## src/rtl/dbg_tx_pkg.sv

```systemverilog
package dbg_tx_pkg;
  localparam int unsigned LVL_W  = 2;
  localparam int unsigned EC_W   = 6;
  localparam logic [EC_W-1:0] EC_DBG_CHAN = 6'h18;

  typedef struct packed {
    logic el2_en;
    logic el3_has;
    logic fgt_has;
    logic user_trap;
    logic host_redir;
    logic l2_chan_trap;
    logic l2_dbg_route;
    logic l2_acc_trap;
    logic l3_chan_trap;
    logic l3_acc_trap;
  } trap_cfg_t;

  typedef struct packed {
    logic             hit;
    logic [LVL_W-1:0] tgt;
  } trap_res_t;
endpackage

```

## src/rtl/dbg_tx_trap.sv

```systemverilog
module dbg_tx_trap
  import dbg_tx_pkg::*;
(
  input  logic             halted,
  input  logic [LVL_W-1:0] lvl,
  input  trap_cfg_t        cfg,
  output trap_res_t        res
);
  trap_res_t l3_res;

  // Level-3 checks, shared by levels 0, 1 and 2
  always_comb begin
    l3_res = '0;
    if (cfg.el3_has && cfg.fgt_has && cfg.l3_chan_trap) begin
      l3_res.hit = 1'b1;
      l3_res.tgt = 2'd3;
    end else if (cfg.el3_has && cfg.l3_acc_trap) begin
      l3_res.hit = 1'b1;
      l3_res.tgt = 2'd3;
    end
  end

  always_comb begin
    res = '0;
    if (!halted) begin
      unique case (lvl)
        2'd0: begin
          if (cfg.user_trap) begin
            res.hit = 1'b1;
            res.tgt = (cfg.el2_en && cfg.host_redir) ? 2'd2 : 2'd1;
          end else if (cfg.el2_en && cfg.l2_chan_trap) begin
            res.hit = 1'b1;
            res.tgt = 2'd2;
          end else if (cfg.el2_en &&
                       (cfg.host_redir || cfg.l2_dbg_route || cfg.l2_acc_trap)) begin
            res.hit = 1'b1;
            res.tgt = 2'd2;
          end else begin
            res = l3_res;
          end
        end
        2'd1: begin
          if (cfg.el2_en && cfg.fgt_has && cfg.l2_chan_trap) begin
            res.hit = 1'b1;
            res.tgt = 2'd2;
          end else if (cfg.el2_en && (cfg.l2_dbg_route || cfg.l2_acc_trap)) begin
            res.hit = 1'b1;
            res.tgt = 2'd2;
          end else begin
            res = l3_res;
          end
        end
        2'd2: res = l3_res;
        default: res = '0;
      endcase
    end
  end
endmodule

```

## src/rtl/dbg_tx_store.sv

```systemverilog
module dbg_tx_store #(
  parameter int unsigned DATA_W = 32
) (
  input  logic              clk,
  input  logic              rst_n,
  input  logic              wr_ok,
  input  logic [DATA_W-1:0] wr_word,
  input  logic              rd_en,
  output logic [DATA_W-1:0] word_q,
  output logic              full_q
);
  logic [DATA_W-1:0] word_d;
  logic              full_d;
  logic              word_en;

  always_comb begin
    word_en = wr_ok;
    word_d  = wr_word;
    full_d  = full_q;
    if (wr_ok)      full_d = 1'b1;
    else if (rd_en) full_d = 1'b0;
  end

  always_ff @(posedge clk or negedge rst_n) begin
    if (!rst_n) begin
      word_q <= '0;
      full_q <= 1'b0;
    end else begin
      full_q <= full_d;
      if (word_en) word_q <= word_d;
    end
  end
endmodule

```

## src/rtl/dbg_tx_chan.sv

```systemverilog
module dbg_tx_chan
  import dbg_tx_pkg::*;
#(
  parameter int unsigned DATA_W = 32,
  parameter int unsigned REG_W  = 64
) (
  input  logic             clk,
  input  logic             rst_n,
  input  logic             core_wr_en,
  input  logic [REG_W-1:0] core_wr_data,
  input  logic [1:0]       core_lvl,
  input  logic             core_halted,
  input  logic             cfg_el2_en,
  input  logic             cfg_el3_has,
  input  logic             cfg_fgt_has,
  input  logic             cfg_user_trap,
  input  logic             cfg_host_redir,
  input  logic             cfg_l2_chan_trap,
  input  logic             cfg_l2_dbg_route,
  input  logic             cfg_l2_acc_trap,
  input  logic             cfg_l3_chan_trap,
  input  logic             cfg_l3_acc_trap,
  input  logic             dbg_rd_en,
  output logic [REG_W-1:0] dbg_rd_data,
  output logic             tx_full,
  output logic             trap_vld,
  output logic [1:0]       trap_lvl,
  output logic [5:0]       trap_class
);
  localparam int unsigned PAD_W = REG_W - DATA_W;

  // Reset: asserted asynchronously, released synchronously
  logic [1:0] rst_sync_q;
  logic       rst_int_n;

  always_ff @(posedge clk or negedge rst_n) begin
    if (!rst_n) rst_sync_q <= '0;
    else        rst_sync_q <= {rst_sync_q[0], 1'b1};
  end
  assign rst_int_n = rst_sync_q[1];

  trap_cfg_t cfg;
  trap_res_t dec;

  always_comb begin
    cfg.el2_en       = cfg_el2_en;
    cfg.el3_has      = cfg_el3_has;
    cfg.fgt_has      = cfg_fgt_has;
    cfg.user_trap    = cfg_user_trap;
    cfg.host_redir   = cfg_host_redir;
    cfg.l2_chan_trap = cfg_l2_chan_trap;
    cfg.l2_dbg_route = cfg_l2_dbg_route;
    cfg.l2_acc_trap  = cfg_l2_acc_trap;
    cfg.l3_chan_trap = cfg_l3_chan_trap;
    cfg.l3_acc_trap  = cfg_l3_acc_trap;
  end

  dbg_tx_trap u_trap (
    .halted (core_halted),
    .lvl    (core_lvl),
    .cfg    (cfg),
    .res    (dec)
  );

  logic              wr_ok;
  logic [DATA_W-1:0] word_q;

  assign wr_ok = core_wr_en && !dec.hit;

  dbg_tx_store #(.DATA_W(DATA_W)) u_store (
    .clk     (clk),
    .rst_n   (rst_int_n),
    .wr_ok   (wr_ok),
    .wr_word (core_wr_data[DATA_W-1:0]),
    .rd_en   (dbg_rd_en),
    .word_q  (word_q),
    .full_q  (tx_full)
  );

  // Registered trap pulse
  logic       trap_vld_d;
  logic [1:0] trap_lvl_d;

  always_comb begin
    trap_vld_d = core_wr_en && dec.hit;
    trap_lvl_d = trap_vld_d ? dec.tgt : 2'd0;
  end

  always_ff @(posedge clk or negedge rst_int_n) begin
    if (!rst_int_n) begin
      trap_vld <= 1'b0;
      trap_lvl <= 2'd0;
    end else begin
      trap_vld <= trap_vld_d;
      trap_lvl <= trap_lvl_d;
    end
  end

  assign trap_class = trap_vld ? EC_DBG_CHAN : '0;

  generate
    if (PAD_W > 0) begin : g_pad
      assign dbg_rd_data = {{PAD_W{1'b0}}, word_q};
    end else begin : g_nopad
      assign dbg_rd_data = word_q[REG_W-1:0];
    end
  endgenerate
endmodule

```

## config.mk

```make
export PLATFORM = sky130hd
export DESIGN_NAME = dbg_tx_chan
export DESIGN_NICKNAME = d
export VERILOG_FILES = /design/src/rtl/dbg_tx_pkg.sv /design/src/rtl/dbg_tx_trap.sv /design/src/rtl/dbg_tx_store.sv /design/src/rtl/dbg_tx_chan.sv
export SDC_FILE = /design/constraint.sdc
export NUM_CORES = 1
export LEC_CHECK = 0
export ABC_CLOCK_PERIOD_IN_PS = 2150
export BUFFER_PORTS_ARGS = -buffer_cell sky130_fd_sc_hd__buf_2
export CAP_MARGIN = 0
export CORE_MARGIN = 5
export CORE_UTILIZATION = 42
export CTS_CLUSTER_SIZE = 14
export DETAILED_ROUTE_END_ITERATION = 10
export GPL_TIMING_DRIVEN = 0
export PLACE_DENSITY = 0.85
export SLEW_MARGIN = 20
export SYNTH_ARGS = -nofsm -noshare
export SYNTH_HDL_FRONTEND = slang
export SYNTH_SLANG_ARGS = --single-unit
```

## constraint.sdc

```tcl
create_clock -name clk -period 2.15 [get_ports clk]
set_input_delay 0.1075 -clock clk [delete_from_list [all_inputs] [get_ports clk]]
set_output_delay 0.1075 -clock clk [all_outputs]
set_load 0.01 [all_outputs]
```

==> results.md, run 1 <==
* Final HPWL DP at 3320 µm
* Critical path class: in2reg
* Top delay family on crit path: simple AND/OR/NAND/NOR gates
* CP Launch Type: input port
* Die Width at between 70 and 80 µm
* Layout cells sized above 1 at 0.644
* Multi-input gate area at 743 µm²
* Reg-to-Reg End: u_store.word_q[18]
* DRT Pass-1 Iters at 2
* Initial antenna violation count at 0
* Clock Tree Root: clkbuf_8
* Total Power at 0.00183 W
* Required @ worst endpoint at 2310 ps
* Max IR drop VDD at 0.235 mV
* Leak at 1.55 nW
* Max-cap violations at 0
* Gr usage total at 0.130
* Max-slew violations at 0
* Antenna Nets Post-Route at 0
* Seq cells post-synth at 38
* IO Pins at 155
* Port Buffers at 86
* Status: complete, no violations
* Placeable Area at 4410 µm²
* Num rows at 24
* FF/Latch Area at 952 µm²
* Worst min-delay path class: in2reg
* Place WS at 207 ps
* Residual DRC at 0
* Cts bufs inserted at 5
* Setup_tns at 0 ps
* RR Startpoint: u_store.word_q[18]
* Final setup vio count at 0
* Worst Path Max Fanout at 10
* Cts repair resizes at 0
* Reg-to-reg setup timing slack at 1380 ps
* Crit path cell chain: buf_2 > or4_4 > a22oi_2 > a21oi_1 > a21bo_1 > buf_6 > buf_12 > mux2_4
* Fillers at 349
* Synth area leaders: dfrtp_1 49%, mux2_4 23%, buf_4 15%, buf_12 3.1%, mux2_2 2.3%
* Hold WS at 18.3 ps
* GPL Wtd Cong at slightly below 0.7
* CP Depth at 8
* FMAX at between 600 and 700 MHz
* Total Nets Final at approximately 350
* Kind of end point of the critical path: flop
* Starting Density at 0.438
* Hold path cells at 2
* Power Density at around 690 nW/µm²
* Wire length of the first global-routing pass at 6430 µm
* CTS max path bufs at 2
* Clk Latency, worst-skew pair at roughly 280 ps
* Post-Syn Instances at 137
* Worst-path clk slew at 70 ps
* Hold Path Sink: u_store.full_q
* Crit path time final at 1650 ps
* Overflow after GRT at 0
* Final worst setup slack at between 400 and 500 ps
* Critical path's slowest cell: or4_4
* FF-to-FF path depth at 1
* Unrepaired setup endpoints after global routing: false
* Routed length per placed instance at 12.6 µm
* CTS tree: done
* Largest net degree at the start of global routing at 29
* Post-synth cell types at 21
* Total Wirelength at 4010 µm
* DR vias at about 1300
* Die Height at 77.9 µm
* Register area share after synthesis at 0.492
* DR vias/cell at between 4 and 5
* Diode count at 0
* DR iter-0 viols at 24
* Worst path bufs/invs at 3
* Post-Syn Area per Cell at 14.1 µm²
* DIE AREA at 6060 µm²
* End-of-flow core utilization at 0.605
* Hold_sp: dbg_rd_en
* Clk_skew at 2.27 ps
* Worst EP arrival at 1810 ps
* Total clock sinks at 38
* Largest stage delay, worst path at 520 ps
* H-tree depth at 2
* Hold Fails Final Rpt at 0
* Post-synth top area share at 0.492
* Final period utilization at 0.768
* Area grow syn2layout at 38.1%
* Post-synth design cell area at 1930 µm²
* Vias in the first global route at 1445
* Synth warnings at 0
* Post-synth top area cell: dfrtp_1
sequential cells by signal, summed over array words and instances, names as in the netlist:
name,count
rst_sync_q,2
trap_vld,1
u_store.word_q,32
u_store.full_q,1
trap_lvl,2
logic make-up (layout without fill, tap and decap cells):
kind of cell | Yosys count | count (layout) | share of synthesized area
muxes | 33 | 33 | 0.248
and+or+nand+nor | 6 | 6 | 0.0181
buffers and inverters | 46 | 141 | 0.192
DFF | 38 | 38 | 0.492
other | 2 | 37 | 0.00388
AOI/OAI and AO/OA | 12 | 12 | 0.0459
placed cells by master (no fill, tap or decap), drive strengths merged:
cell type and count:
a211o 1, a211oi 1, a21bo 1, a21o 1
a21oi 4, a22oi 1, a32oi 2, buf 129
clkbuf 5, clkinv 2, conb 37, dfrtp 38
dlygate4sd3 1, inv 4, mux2 33, nand2 1
nand3 2, nor2 1, nor2b 1, o21ai 1
or4 1
metrics by stage:
step                      std cells  area, µm²
after floorplan                 172       2070
after global placement          310       2560
after detailed placement        311       2580
after CTS                       319       2670
after global routing            319       2670
final                           319       2670
where the power goes:
group | internal, W | switching (W) | total [W] | leakage [nW]
clock network | 0.000217 | 0.000225 | 0.000442 | 0.0438
logic | 0.000305 | 0.000220 | 0.000525 | 1.05
registers | 0.000813 | 0.0000534 | 0.000866 | 0.450
synthesized netlist by cell type, drive strengths merged:
master,instances
buf,42
dfrtp,38
mux2,33
a21oi,4
inv,4
a32oi,2
conb,2
nand3,2
a211o,1
a211oi,1
a21bo,1
a21o,1
a22oi,1
nand2,1
nor2,1
nor2b,1
o21ai,1
or4,1
layout make-up:
class	count	share of cell area
plain buffers	42	0.133
clock buffers	5	0.0258
clock inverters	2	0.00375
inverters	4	0.00562
multi-input cells	88	0.278
flip-flops and latches	38	0.356
well taps	52	0.0244
repair buffers	88	0.172
how the worst max path moves through the flow:
stage | startpoint | slack, ps | endpoint
2_1_floorplan | cfg_l2_chan_trap | 390 | u_store.word_q[10]
3_3_place_gp | cfg_l2_chan_trap | 220 | u_store.word_q[12]
3_5_place_dp | cfg_l2_chan_trap | 210 | u_store.word_q[24]
4_1_cts | cfg_l2_chan_trap | 510 | u_store.word_q[10]
5_1_grt | cfg_l2_chan_trap | 460 | u_store.word_q[17]
6_report | cfg_l2_chan_trap | 500 | u_store.word_q[10]
metal layers:
| layer | vias to the layer above | wire length [µm] | global-route usage |
|---|---|---|---|
| li1 | 645 | - | - |
| met2 | 85 | 1800 | 0.207 |
| met1 | 585 | 1630 | 0.158 |
| met3 | 7 | 520 | 0.0521 |
| met5 | - | 0 | 0 |
| met4 | 0 | 67 | 0.0515 |
repair_timing:
item | in CTS | in global routing
endpoints found under the hold margin | 2 | 0
setup buffers | 0 | 0
hold buffers | 1 | 0
Note: power is estimated with default switching activity, not from simulation.
==> run 2, diff against run 1 <==
ABC_CLOCK_PERIOD_IN_PS = 1500   (was 2150)
CORE_UTILIZATION = 35   (was 42)
PLACE_DENSITY = 0.76   (was 0.85)
clock period = 1.5 ns   (was 2.15 ns; I/O delays follow)
==> results.md, run 2 (same netlist as run 1, synthesis figures left out) <==
* Top delay family on crit path: simple AND/OR/NAND/NOR gates
* Critical path's slowest cell: or4_4
* IO Pins at 155 (unchanged)
* Routed length per placed instance at 12.2 µm (-2.9%)
* Most frequent cells in the layout: 85 x buf_2, 44 x buf_4, 37 x conb_1, 37 x dfrtp_1, 29 x mux2_4
* Unrepaired setup endpoints after global routing: true
* Kind of end point of the critical path: flop
* Gr usage total at 0.118 (-0.0129)
* Final HPWL DP at 3300 µm (-0.46%)
* DRT Pass-1 Iters at 3 (+1)
* Fillers at 474 (+36%)
* Die Height at 84.3 µm (+8.3%)
* Reg-to-reg setup timing slack at 740 ps (-640 ps)
* Net Sw Frac at 0.256 (-0.0157)
* Clk Latency, worst-skew pair at 280 ps (about the same)
* Violated checks: negative setup slack
* Total Power at 0.00288 W (+57%)
* Cell-internal power at 0.00214 W (+60%)
* Worst min-delay path class: in2reg
* Final period utilization at 1.05
* CP Launch Type: input port
* Total clock sinks at 38 (unchanged)
* Crit path top cell by count: buf_6
* Port Buffers at 86 (unchanged)
* Psw at 0.000737 W (+48%)
* Final worst setup slack at -72.2 ps (-572 ps)
* Area grow syn2layout at 48.8%
* Largest net degree at the start of global routing at 27 (-6.9%)
* Logic pwr share at 0.282 (-0.004)
* DR vias at 1363 (+3.1%)
* GPL Wtd Cong at 0.723 (+5.7%)
* Largest stage delay, worst path at 520 ps (about the same)
* Initial antenna violation count at 0 (unchanged)
* Max IR drop VDD at 0.476 mV (+100%)
* Clock Tree Root: clkbuf_8
* FMAX at 636 MHz
* Clock share of power at 0.287 (+0.046)
* Die Width at 84.3 µm (+8.3%)
* Status: finished, violations left
* Worst path bufs/invs at 3 (unchanged)
* Hold WS at 20.3 ps (+2.05 ps)
* Required @ worst endpoint at 1670 ps (-640 ps)
* Overflow after GRT at 0 (unchanged)
* Num rows at 27 (+13%)
* Worst EP arrival at 1740 ps (-70 ps)
* Total Wirelength at 4300 µm (+7.2%)
* Crit path time final at about 1600 ps
* Placeable Area at 5440 µm² (+23%)
* Power Density at 1000 nW/µm² (+46%)
* Max-slew violations at 0 (unchanged)
* FF/Latch Area at 952 µm² (unchanged)
* Top Registers: u_store.word_q: 32 flops, rst_sync_q: 2 flops, trap_lvl: 2 flops
* DR vias/cell at 3.87 (-6.6%)
* CTS tree: done
* Antenna Nets Post-Route at 0 (unchanged)
* Residual DRC at 0 (unchanged)
* Sequential Power Share at 0.431 (-0.042)
* Wire length of the first global-routing pass at 6690 µm (+4.0%)
* Most common cell after layout, fill and taps aside: buf_2
* Max-cap violations at 0 (unchanged)
* Leak at 1.63 nW (+5.2%)
* Worst-path clk slew at 70 ps (about the same)
* Setup_tns at -1860 ps (-1860 ps)
* Hold Fails Final Rpt at 0 (unchanged)
* Clk_skew at 6.19 ps (+3.92 ps)
* Place WS at -395 ps (-602 ps)
* Multi-input gate area at 766 µm² (+3.0%)
* Vias in the first global route at 1453 (+0.55%)
* Worst Path Max Fanout at 10 (unchanged)
* CTS max path bufs at 2 (unchanged)
* Crit path cell chain: buf_6 > or4_4 > a22oi_2 > a21oi_2 > a21bo_1 > buf_6 > buf_12 > mux2_4
* Critical path class: in2reg
* Max reg flops at 32 (unchanged)
* Top reg by flops: u_store.word_q
* Final setup vio count at 32 (+32)
* Total Nets Final at 360 (+3.4%)
* DR iter-0 viols at 6 (-75%)
* Starting Density at 0.356 (-0.0826)
* H-tree depth at 2 (unchanged)
* Layout cells sized above 1 at 0.661 (+0.0165)
* Cts bufs inserted at 5 (unchanged)
* DIE AREA at 7110 µm² (+17%)
* Diode count at 0 (unchanged)
-- run 2: cell count changes in the layout (fill, tap and decap cells not counted), sizes merged --
cell / change
buf: +10
clkbuf: +2
clkinv: -2
dlygate4sd3: +2
bufinv: +1
-- run 2: path summary, 6_finish.rpt --
| check | start | to | depth (start not counted) |
|---|---|---|---|
| min in group asynchronous | rst_n | rst_sync_q[0] | 2 |
| worst max-delay path | cfg_l2_chan_trap | u_store.word_q[19] | 8 |
| max in group asynchronous | rst_sync_q[1] | u_store.word_q[26] | 1 |
| worst min-delay path | core_wr_data[12] | u_store.word_q[12] | 2 |
| worst max register to register | u_store.word_q[31] | u_store.word_q[31] | 1 |
| worst min register to register | rst_sync_q[1] | u_store.word_q[6] | 0 |
-- run 2: layer usage --
layer  vias to the layer above  track usage  part of all wire
met5                         -            0                 0
met4                         0       0.0417             0.013
met3                         6       0.0481              0.11
met2                        82        0.194              0.46
met1                       606        0.138              0.41
li1                        669            -                 -
-- run 2: power by group through the flow --
stage | clock, W | combinational (W) | sequential [W]
5_1_grt | 0.000906 | 0.000874 | 0.00126
3_5_place_dp | 0 | 0.000754 | 0.00126
6_report | 0.000826 | 0.000813 | 0.00124
4_1_cts | 0.000863 | 0.000801 | 0.00124
2_1_floorplan | 0 | 0.000410 | 0.00133
3_3_place_gp | 0 | 0.000726 | 0.00126
-- run 2: per-stage QoR --
stage                     area (µm²)   util  std cells
after floorplan                 2070      -        172
after global placement          2590  0.476        330
after detailed placement        2610  0.480        331
after CTS                       2830  0.521        350
after global routing            2880  0.529        352
final                           2880  0.529        352
-- run 2: area by class of cell --
type	count	area share
flip-flops and latches	38	0.331
multi-input cells	88	0.266
repair buffers	100	0.206
plain buffers	42	0.124
well taps	72	0.0313
clock buffers	7	0.0265
clock inverters	1	0.0104
inverters	4	0.00522
-- run 2: timing repair --
action | in CTS | in global routing
gates cloned | 1 | 0
resized for setup | 2 | 7
setup endpoints to repair | 29 | 35
hold buffers | 2 | 1
setup buffers | 8 | 2
endpoints found under the hold margin | 3 | 1
pin swaps | 1 | 2
